==> src/rtl/hdx_pkg.sv <==
// Shared types for the half-duplex transmit attempt controller.
package hdx_pkg;

    typedef enum logic [1:0] {
        ST_IDLE    = 2'd0,
        ST_DEFER   = 2'd1,
        ST_XMIT    = 2'd2,
        ST_BACKOFF = 2'd3
    } hdx_state_e;

    // Completion word; the first member is the most significant bit.
    typedef struct packed {
        logic       err_sum;
        logic       ip_pay;
        logic       ip_hdr;
        logic       flushed;
        logic       jabber;
        logic       underflow;
        logic       no_carrier;
        logic       loss_carrier;
        logic       exc_defer;
        logic       late_coll;
        logic       exc_coll;
        logic       deferred;
        logic [3:0] coll_cnt;
    } hdx_status_t;

endpackage

==> src/rtl/hdx_lfsr.sv <==
// Free-running Galois LFSR used as the source of backoff draws.
// Assumes SEED is non-zero and TAPS describes a maximal polynomial for W.
module hdx_lfsr #(
    parameter int          W     = 16,
    parameter int          OUT_W = 10,
    parameter logic [W-1:0] SEED = 16'hACE1,
    parameter logic [W-1:0] TAPS = 16'hB400
) (
    input  logic             clk,
    input  logic             rst_n,
    output logic [OUT_W-1:0] rnd
);

    logic [W-1:0] q;

    // Advance one step every clock.
    always_ff @(posedge clk) begin
        if (!rst_n) q <= SEED;
        else if (q[0]) q <= (q >> 1) ^ TAPS;
        else q <= q >> 1;
    end

    assign rnd = q[OUT_W-1:0];

endmodule

==> src/rtl/hdx_backoff.sv <==
// Backoff timer: on start, draws a slot count masked to
// 2^min(attempt_n,CAP)-1 and counts it down in units of SLOT_BYTES ticks.
// Assumes start is only pulsed while the timer is idle.
module hdx_backoff #(
    parameter int SLOT_BYTES = 64,
    parameter int CAP        = 10,
    parameter int ATT_W      = 5
) (
    input  logic             clk,
    input  logic             rst_n,
    input  logic             start,
    input  logic [ATT_W-1:0] attempt_n,
    input  logic [CAP-1:0]   rnd,
    input  logic             byte_tick,
    output logic             busy
);

    localparam int SUB_W = (SLOT_BYTES > 1) ? $clog2(SLOT_BYTES) : 1;

    logic [CAP-1:0]   mask;
    logic [CAP-1:0]   slots_q;
    logic [SUB_W-1:0] sub_q;

    // Mask bit i is kept when the attempt number exceeds i (caps at CAP bits).
    always_comb begin
        mask = '0;
        for (int i = 0; i < CAP; i++) mask[i] = (attempt_n > ATT_W'(i));
    end

    // Load the draw on start, then count slots down on byte ticks.
    always_ff @(posedge clk) begin
        if (!rst_n) begin
            busy    <= 1'b0;
            slots_q <= '0;
            sub_q   <= '0;
        end else if (start) begin
            busy    <= 1'b1;
            slots_q <= rnd & mask;
            sub_q   <= '0;
        end else if (busy && byte_tick) begin
            if (slots_q == '0) begin
                busy <= 1'b0;
            end else if (sub_q == SUB_W'(SLOT_BYTES - 1)) begin
                sub_q   <= '0;
                slots_q <= slots_q - 1'b1;
            end else begin
                sub_q <= sub_q + 1'b1;
            end
        end
    end

    a_r4_start_when_idle: assert property (@(posedge clk) disable iff (!rst_n)
        start |-> !busy);

endmodule

==> src/rtl/hdx_carrier_mon.sv <==
// Carrier monitor for one frame: records whether carrier was seen in any
// transmit cycle, whether it dropped after being seen within an attempt,
// and whether any transmit cycle happened. Outputs include the current cycle.
module hdx_carrier_mon (
    input  logic clk,
    input  logic rst_n,
    input  logic frame_clr,
    input  logic attempt_clr,
    input  logic active,
    input  logic crs,
    output logic seen,
    output logic lost,
    output logic tried
);

    logic seen_q, lost_q, tried_q, att_q;
    logic lost_now;

    assign lost_now = active && att_q && !crs;
    assign seen     = seen_q | (active & crs);
    assign lost     = lost_q | lost_now;
    assign tried    = tried_q | active;

    // Sticky per-frame flags, with a per-attempt carrier-seen flag.
    always_ff @(posedge clk) begin
        if (!rst_n || frame_clr) begin
            seen_q  <= 1'b0;
            lost_q  <= 1'b0;
            tried_q <= 1'b0;
            att_q   <= 1'b0;
        end else begin
            if (attempt_clr) att_q <= 1'b0;
            else if (active && crs) att_q <= 1'b1;
            if (active && crs) seen_q <= 1'b1;
            if (lost_now) lost_q <= 1'b1;
            if (active) tried_q <= 1'b1;
        end
    end

    a_r9_lost_after_seen: assert property (@(posedge clk) disable iff (!rst_n)
        lost_q |-> seen_q);

endmodule

==> src/rtl/hdx_retry_ctrl.sv <==
// Half-duplex transmit attempt controller. Runs defer / transmit / backoff
// for one frame at a time and reports a status word on completion.
// Assumes byte_tick marks byte times, frame_end comes from the serialiser
// while tx_en is high, and mode inputs are stable at request time.
module hdx_retry_ctrl
    import hdx_pkg::*;
#(
    parameter int SLOT_BYTES   = 64,
    parameter int LATE_WIN     = 64,
    parameter int MAX_ATTEMPTS = 16,
    parameter int BACKOFF_CAP  = 10,
    parameter int DEFER_LIMIT  = 3036,
    parameter int RAND_W       = 16
) (
    input  logic        clk,
    input  logic        rst_n,
    input  logic        byte_tick,
    input  logic        tx_req,
    input  logic        frame_end,
    input  logic        crs,
    input  logic        col,
    input  logic        retry_dis,
    input  logic        defer_chk_en,
    input  logic        err_jabber,
    input  logic        err_flush,
    input  logic        err_underflow,
    input  logic        err_ip_hdr,
    input  logic        err_ip_pay,
    output logic        tx_en,
    output logic        backoff_act,
    output logic        done,
    output logic [15:0] status
);

    localparam int ATT_W = $clog2(MAX_ATTEMPTS + 1);
    localparam int WIN_W = $clog2(LATE_WIN + 1);
    localparam int DEF_W = $clog2(DEFER_LIMIT + 1);

    hdx_state_e       state_q, state_d;
    logic [ATT_W-1:0] coll_q, coll_inc;
    logic [WIN_W-1:0] win_q;
    logic [DEF_W-1:0] def_q;
    logic             deferred_q, rd_q, chk_q, done_q;
    logic [4:0]       ext_q, ext_in, ext_now;
    hdx_status_t      stat_q, stat_d;

    logic in_idle, in_defer, in_xmit, in_bo;
    logic accept, late_hit, early_col, exc_hit, bo_start;
    logic defer_hit, go_xmit, ok_end, finish;
    logic [3:0] coll_field;
    logic cm_seen, cm_lost, cm_tried, bo_busy;
    logic [BACKOFF_CAP-1:0] rnd;

    assign in_idle  = (state_q == ST_IDLE);
    assign in_defer = (state_q == ST_DEFER);
    assign in_xmit  = (state_q == ST_XMIT);
    assign in_bo    = (state_q == ST_BACKOFF);

    assign ext_in  = {err_ip_pay, err_ip_hdr, err_flush, err_jabber, err_underflow};
    assign ext_now = ext_q | ext_in;

    // Frame events decoded from the current state and inputs.
    assign accept     = in_idle & tx_req;
    assign coll_inc   = coll_q + 1'b1;
    assign late_hit   = in_xmit & col & (win_q >= WIN_W'(LATE_WIN));
    assign early_col  = in_xmit & col & ~late_hit;
    assign exc_hit    = early_col & (rd_q | (coll_inc == ATT_W'(MAX_ATTEMPTS)));
    assign bo_start   = early_col & ~exc_hit;
    assign defer_hit  = in_defer & chk_q & (def_q >= DEF_W'(DEFER_LIMIT));
    assign go_xmit    = in_defer & ~defer_hit & ~crs;
    assign ok_end     = in_xmit & ~col & frame_end;
    assign finish     = late_hit | exc_hit | defer_hit | ok_end;
    assign coll_field = early_col ? coll_inc[3:0] : coll_q[3:0];

    hdx_lfsr #(.W(RAND_W), .OUT_W(BACKOFF_CAP)) u_lfsr (
        .clk(clk), .rst_n(rst_n), .rnd(rnd)
    );

    hdx_backoff #(.SLOT_BYTES(SLOT_BYTES), .CAP(BACKOFF_CAP), .ATT_W(ATT_W)) u_backoff (
        .clk(clk), .rst_n(rst_n), .start(bo_start), .attempt_n(coll_inc),
        .rnd(rnd), .byte_tick(byte_tick), .busy(bo_busy)
    );

    hdx_carrier_mon u_cmon (
        .clk(clk), .rst_n(rst_n), .frame_clr(accept), .attempt_clr(go_xmit),
        .active(in_xmit), .crs(crs), .seen(cm_seen), .lost(cm_lost), .tried(cm_tried)
    );

    // Next-state selection for the attempt sequence.
    always_comb begin
        state_d = state_q;
        unique case (state_q)
            ST_IDLE:    if (accept) state_d = ST_DEFER;
            ST_DEFER:   if (defer_hit) state_d = ST_IDLE;
                        else if (go_xmit) state_d = ST_XMIT;
            ST_XMIT:    if (finish) state_d = ST_IDLE;
                        else if (bo_start) state_d = ST_BACKOFF;
            ST_BACKOFF: if (!bo_busy) state_d = ST_DEFER;
            default:    state_d = ST_IDLE;
        endcase
    end

    // Completion word assembled in the finishing cycle.
    always_comb begin
        stat_d              = '0;
        stat_d.coll_cnt     = coll_field;
        stat_d.deferred     = deferred_q;
        stat_d.exc_coll     = exc_hit;
        stat_d.late_coll    = late_hit & ~ext_now[0];
        stat_d.exc_defer    = defer_hit;
        stat_d.loss_carrier = cm_lost & (coll_q == '0) & ~(in_xmit & col);
        stat_d.no_carrier   = cm_tried & ~cm_seen;
        stat_d.underflow    = ext_now[0];
        stat_d.jabber       = ext_now[1];
        stat_d.flushed      = ext_now[2];
        stat_d.ip_hdr       = ext_now[3];
        stat_d.ip_pay       = ext_now[4];
        stat_d.err_sum      = |{stat_d.ip_pay, stat_d.ip_hdr, stat_d.flushed,
                                stat_d.jabber, stat_d.underflow, stat_d.no_carrier,
                                stat_d.loss_carrier, stat_d.exc_defer,
                                stat_d.late_coll, stat_d.exc_coll};
    end

    // State register and per-frame mode capture.
    always_ff @(posedge clk) begin
        if (!rst_n) begin
            state_q <= ST_IDLE;
            rd_q    <= 1'b0;
            chk_q   <= 1'b0;
        end else begin
            state_q <= state_d;
            if (accept) begin
                rd_q  <= retry_dis;
                chk_q <= defer_chk_en;
            end
        end
    end

    // Collision, window and deferral counters.
    always_ff @(posedge clk) begin
        if (!rst_n) begin
            coll_q     <= '0;
            win_q      <= '0;
            def_q      <= '0;
            deferred_q <= 1'b0;
        end else begin
            if (accept) coll_q <= '0;
            else if (early_col) coll_q <= coll_inc;
            if (go_xmit) win_q <= '0;
            else if (in_xmit && byte_tick && win_q < WIN_W'(LATE_WIN)) win_q <= win_q + 1'b1;
            if (accept) def_q <= '0;
            else if (in_defer && crs && byte_tick && def_q < DEF_W'(DEFER_LIMIT)) def_q <= def_q + 1'b1;
            if (accept) deferred_q <= 1'b0;
            else if (in_defer && crs) deferred_q <= 1'b1;
        end
    end

    // Sticky neighbour error flags over the life of the frame.
    always_ff @(posedge clk) begin
        if (!rst_n) ext_q <= '0;
        else if (accept) ext_q <= ext_in;
        else if (!in_idle) ext_q <= ext_now;
    end

    // Completion pulse and held status.
    always_ff @(posedge clk) begin
        if (!rst_n) begin
            done_q <= 1'b0;
            stat_q <= '0;
        end else begin
            done_q <= finish;
            if (finish) stat_q <= stat_d;
        end
    end

    assign tx_en       = in_xmit;
    assign backoff_act = in_bo;
    assign done        = done_q;
    assign status      = stat_q;

    a_r3_col_ends_attempt: assert property (@(posedge clk) disable iff (!rst_n)
        (tx_en && col) |=> !tx_en);

    a_r2_wait_on_carrier: assert property (@(posedge clk) disable iff (!rst_n)
        (state_q == ST_DEFER && crs) |=> !tx_en);

    a_r13_done_single: assert property (@(posedge clk) disable iff (!rst_n)
        done |=> !done);

    a_r5_coll_bound: assert property (@(posedge clk) disable iff (!rst_n)
        coll_q <= ATT_W'(MAX_ATTEMPTS));

    a_r10_nc_excludes_loc: assert property (@(posedge clk) disable iff (!rst_n)
        done |-> !(stat_q.no_carrier && stat_q.loss_carrier));

endmodule

==> config.mk <==
export PLATFORM = sky130hd
export DESIGN_NAME = hdx_retry_ctrl
export DESIGN_NICKNAME = d
export VERILOG_FILES = /design/src/rtl/hdx_pkg.sv /design/src/rtl/hdx_lfsr.sv /design/src/rtl/hdx_backoff.sv /design/src/rtl/hdx_carrier_mon.sv /design/src/rtl/hdx_retry_ctrl.sv
export SDC_FILE = /design/constraint.sdc
export NUM_CORES = 1
export LEC_CHECK = 0
export ABC_AREA = 0
export BUFFER_PORTS_ARGS = -buffer_cell sky130_fd_sc_hd__clkbuf_2
export CAP_MARGIN = 20
export CORE_UTILIZATION = 40
export DETAILED_ROUTE_END_ITERATION = 7
export PLACE_DENSITY = 0.54
export SYNTH_ARGS = -nofsm -noshare
export SYNTH_HDL_FRONTEND = slang
export SYNTH_SLANG_ARGS = --single-unit
==> constraint.sdc <==
create_clock -name clk -period 3.6 [get_ports clk]
set_input_delay 0.36 -clock clk [delete_from_list [all_inputs] [get_ports clk]]
set_output_delay 0.36 -clock clk [all_outputs]
set_load 0.01 [all_outputs]
==> flow_summary.rst <==
.. list-table::
   :header-rows: 1

   * - Metric
     - Value
   * - Master cell of the clock root buffer
     - clkbuf_8
   * - Final Power
     - about 2300 uW
   * - Delay of the slowest cell on the worst path
     - 540 ps
   * - Netlist area before placement
     - about 4300 sq um
   * - Maximum buffer depth of the clock tree
     - 2
   * - Clock-pin transition on the worst setup and hold timing paths
     - approximately 90 ps
   * - Starting Density
     - 0.412
   * - Number of buffer and inverter instances along the worst setup path
     - 0
   * - Overall global routing resource usage
     - 0.173
   * - Pin count of the biggest net entering global routing
     - 29
   * - Critical path class
     - flip-flop to flip-flop
   * - Dpl cells
     - 626
   * - Total nets after synthesis
     - 507
   * - Number of antenna violations at the first check in global routing
     - 0
   * - Final period util
     - 0.691
   * - Final weighted congestion in routability-driven placement
     - slightly below 0.8
   * - Type of destination of the critical path
     - flip-flop
   * - Hold Buf Count CTS
     - 0
   * - Layout filler cell count
     - approximately 1000
   * - Final HPWL DP
     - 6470 um
   * - IO buf count
     - 32
   * - Portion of netlist area occupied by mux cells
     - 0.0303
   * - Yosys warns
     - 0
   * - Largest family of logic cells by synthesized area
     - simple AND/OR/NAND/NOR gates
   * - Number of post-CTS setup repair buffers
     - 0
   * - Total DRC errors in the routed layout
     - 0
   * - Final Hold Violating Endpoints
     - 0
   * - Slowest cell on the critical path
     - dfxtp_1
   * - Number of gates given a new drive strength after cts
     - 0
   * - Fin Setup TNS
     - 0 ps
   * - Vias/cell
     - 5.23
   * - Outcome
     - completed
   * - Die height
     - roughly 110 um
   * - Cell leakage power
     - 0.00185 uW
   * - Total die area
     - 11100 sq um
   * - Sum of routed wire length over all layers
     - 8990 um
   * - Count of flip-flops with a built-in enable after synthesis
     - 0
   * - Count of pins over their slew limit
     - 0
   * - # Max-Cap Violations
     - 0
   * - Synth Area per Inst
     - 8.88 sq um
   * - First-pass GRT wire length
     - around 15000 um
   * - Area delta synth->final
     - 9.26%
   * - Peak Freq
     - 402 MHz
   * - Post-synth cell types
     - 64
   * - Proportion of synthesized chip area in sequential cells
     - 0.414
   * - GRT overflow
     - 0
   * - Share of the synthesized area in compound gates (AO/OA/AOI/OAI)
     - 0.163
   * - Post-synthesis instance total
     - between 400 and 500
   * - Violation count after the first detailed-route iteration
     - around 130
   * - Share of post-route cells with drive strength above 1
     - 0.142
   * - Min Tclk post-route
     - 2490 ps
   * - Diodes inserted
     - 0
   * - Setup repair after global routing missed its margin
     - no
   * - Top FF cell, synth
     - dfxtp_1
   * - Kind of start point of the critical path
     - flip-flop
   * - Number of endpoints failing setup at the final stage
     - 0
   * - Top cell type's share of synthesized area
     - 0.414
   * - List of cells traversed by the critical path
     - ha_1, nor3_1, or2_2, o221ai_2, and2_4, mux2i_1
   * - Fraction of synthesis flops using an asynchronous set or reset pin
     - 0
   * - Skew-Pair Late Insertion Delay
     - 380 ps
   * - Dominant cell type by area after synthesis
     - dfxtp_1
   * - Slew HR
     - 0.488
   * - Routed via count
     - 3357
   * - Tightest Pin Transition
     - 766 ps
   * - Overall die width
     - between 100 and 150 um
   * - TritonCTS sink count
     - 88
   * - Final clock skew
     - 8.88 ps
   * - Xor/xnor cell area share of the yosys netlist
     - 0.0721
   * - Core Rows
     - 37
   * - Total iterations of the first detailed-routing run
     - 4
   * - Arrival time of data at the critical path endpoint
     - 2800 ps
   * - Post-Synth Adder-Cell Area
     - 0.0412
   * - Core box area
     - 10300 sq um
   * - Critical path data required time
     - 3910 ps
   * - PD cells
     - 502 nW/um^2
   * - Final net count
     - 529
   * - Top post-synthesis cells by area
     - dfxtp_1 (41%), nor2_1 (4.6%), ha_1 (4.1%)
   * - CTS tree
     - yes
   * - Number of clock buffers inserted by TritonCTS
     - 9
   * - Area share of and/or/nand/nor cells after synthesis
     - 0.232
   * - Kind of cell with the highest combined delay on the critical path
     - simple AND/OR/NAND/NOR gates
   * - Crit Path Max Fanout
     - 13
   * - DRT antenna net count
     - 0
   * - Final instance count without filler cells
     - 642
   * - Flip-flop and latch count after synthesis
     - 88
   * - Maximum resistive drop on vdd
     - 0.000286 V
   * - Wire per inst
     - 14.0 um
   * - Maximum level of the CTS H-tree
     - 3
   * - I/O pin count
     - 33
   * - Vias in the first global route
     - 3006
   * - Worst min-delay path category
     - input port to flip-flop
## sequential cells by signal, summed over array words and instances, names as in the netlist
name and count:
status 16, u_lfsr.q 16, def_q 12, u_backoff.slots_q 10, win_q 7, u_backoff.sub_q 6
coll_q 5, ext_q 5, state_q 2, chk_q 1, deferred_q 1, done 1
rd_q 1, u_backoff.busy 1, u_cmon.att_q 1, u_cmon.lost_q 1, u_cmon.seen_q 1, u_cmon.tried_q 1
## worst reg2reg max path, stage by stage (launching register included)
cell and delay [ps]:
dfxtp_1 540, ha_1 440, nor3_1 100, or2_2 300
o221ai_2 430, and2_4 390, mux2i_1 210
## through the flow
step | setup WS, ps | hold slack, ps | cell area, sq um | util
finish | 1110 | 226 | 4650 | 0.450
global route | 911 | 217 | 4650 | 0.450
CTS | 1100 | 215 | 4650 | 0.450
detailed placement | 1120 | 406 | 4460 | 0.432
global placement | 1230 | 399 | 4460 | 0.432
floorplan | 1780 | 386 | 4250 | -
## placed cells by master (no fill, tap or decap), types with 3 or more instances in the layout
cell type	count
nand3_1	17
a211oi_2	4
nand4_1	15
clkbuf_8	11
nor2b_1	8
nor4_1	3
xor2_1	19
inv_1	16
o211a_1	4
and3_1	4
nand3b_1	3
ha_1	14
a41o_1	3
clkinvlp_4	3
a21oi_1	28
a31oi_1	8
dfxtp_1	88
nor3_1	9
o21ai_1	4
clkbuf_2	32
mux2i_1	8
nor2_1	52
nand2b_1	13
and2_1	9
a211oi_1	6
nand2_1	38
o21ai_0	23
xnor2_1	16
## path summary, 6_finish.rpt
| kind | startpoint | to | slack (ps) | cells past startpoint |
|---|---|---|---|---|
| setup reg to reg | coll_q[0] | status[12] | 1110 | 6 |
| hold reg to reg | u_lfsr.q[12] | u_lfsr.q[11] | 420 | 1 |
| hold / removal | defer_chk_en | chk_q | 230 | 3 |
| setup / recovery | coll_q[0] | status[12] | 1110 | 6 |
## cell usage after synthesis, types with 9 or more instances
library cell	n
a21oi_1	28
nor3_1	9
o21ai_0	23
nand3_1	17
nand2b_1	13
nor2_1	52
xor2_1	19
ha_1	14
and2_1	9
inv_1	16
nand4_1	15
dfxtp_1	88
xnor2_1	16
nand2_1	38
## per-layer routing
metal	vias to the layer above	GRT usage	part of all wire
li1	1725	-	-
met1	1584	0.224	0.49
met2	34	0.270	0.46
met3	14	0.0480	0.026
met4	0	0.0714	0.019
met5	-	0	0
## cell type report
cell class | count | area, sq um | share of cell area
well taps | 136 | 170 | 0.0366
clock buffers | 11 | 151 | 0.0326
clock inverters | 5 | 40.0 | 0.00861
inverters | 16 | 60.1 | 0.0129
multi-input cells | 352 | 2290 | 0.493
flip-flops and latches | 88 | 1760 | 0.379
repair buffers | 34 | 175 | 0.0377
## cells by family after synthesis
logic type,count (synthesis)
buffers and inverters,39
muxes,11
AOI/OAI and AO/OA,101
DFF,88
adders and majority gates,14
xor gates and xnor gates,35
and+or+nand+nor,191
## power breakdown
part | switching, uW | total [uW] | internal [uW]
Combinational | 343 | 551 | 208
Clock | 366 | 658 | 292
Sequential | 67.6 | 1130 | 1060
Total | 776 | 2330 | 1560
Power figures use the tool's default switching activity.
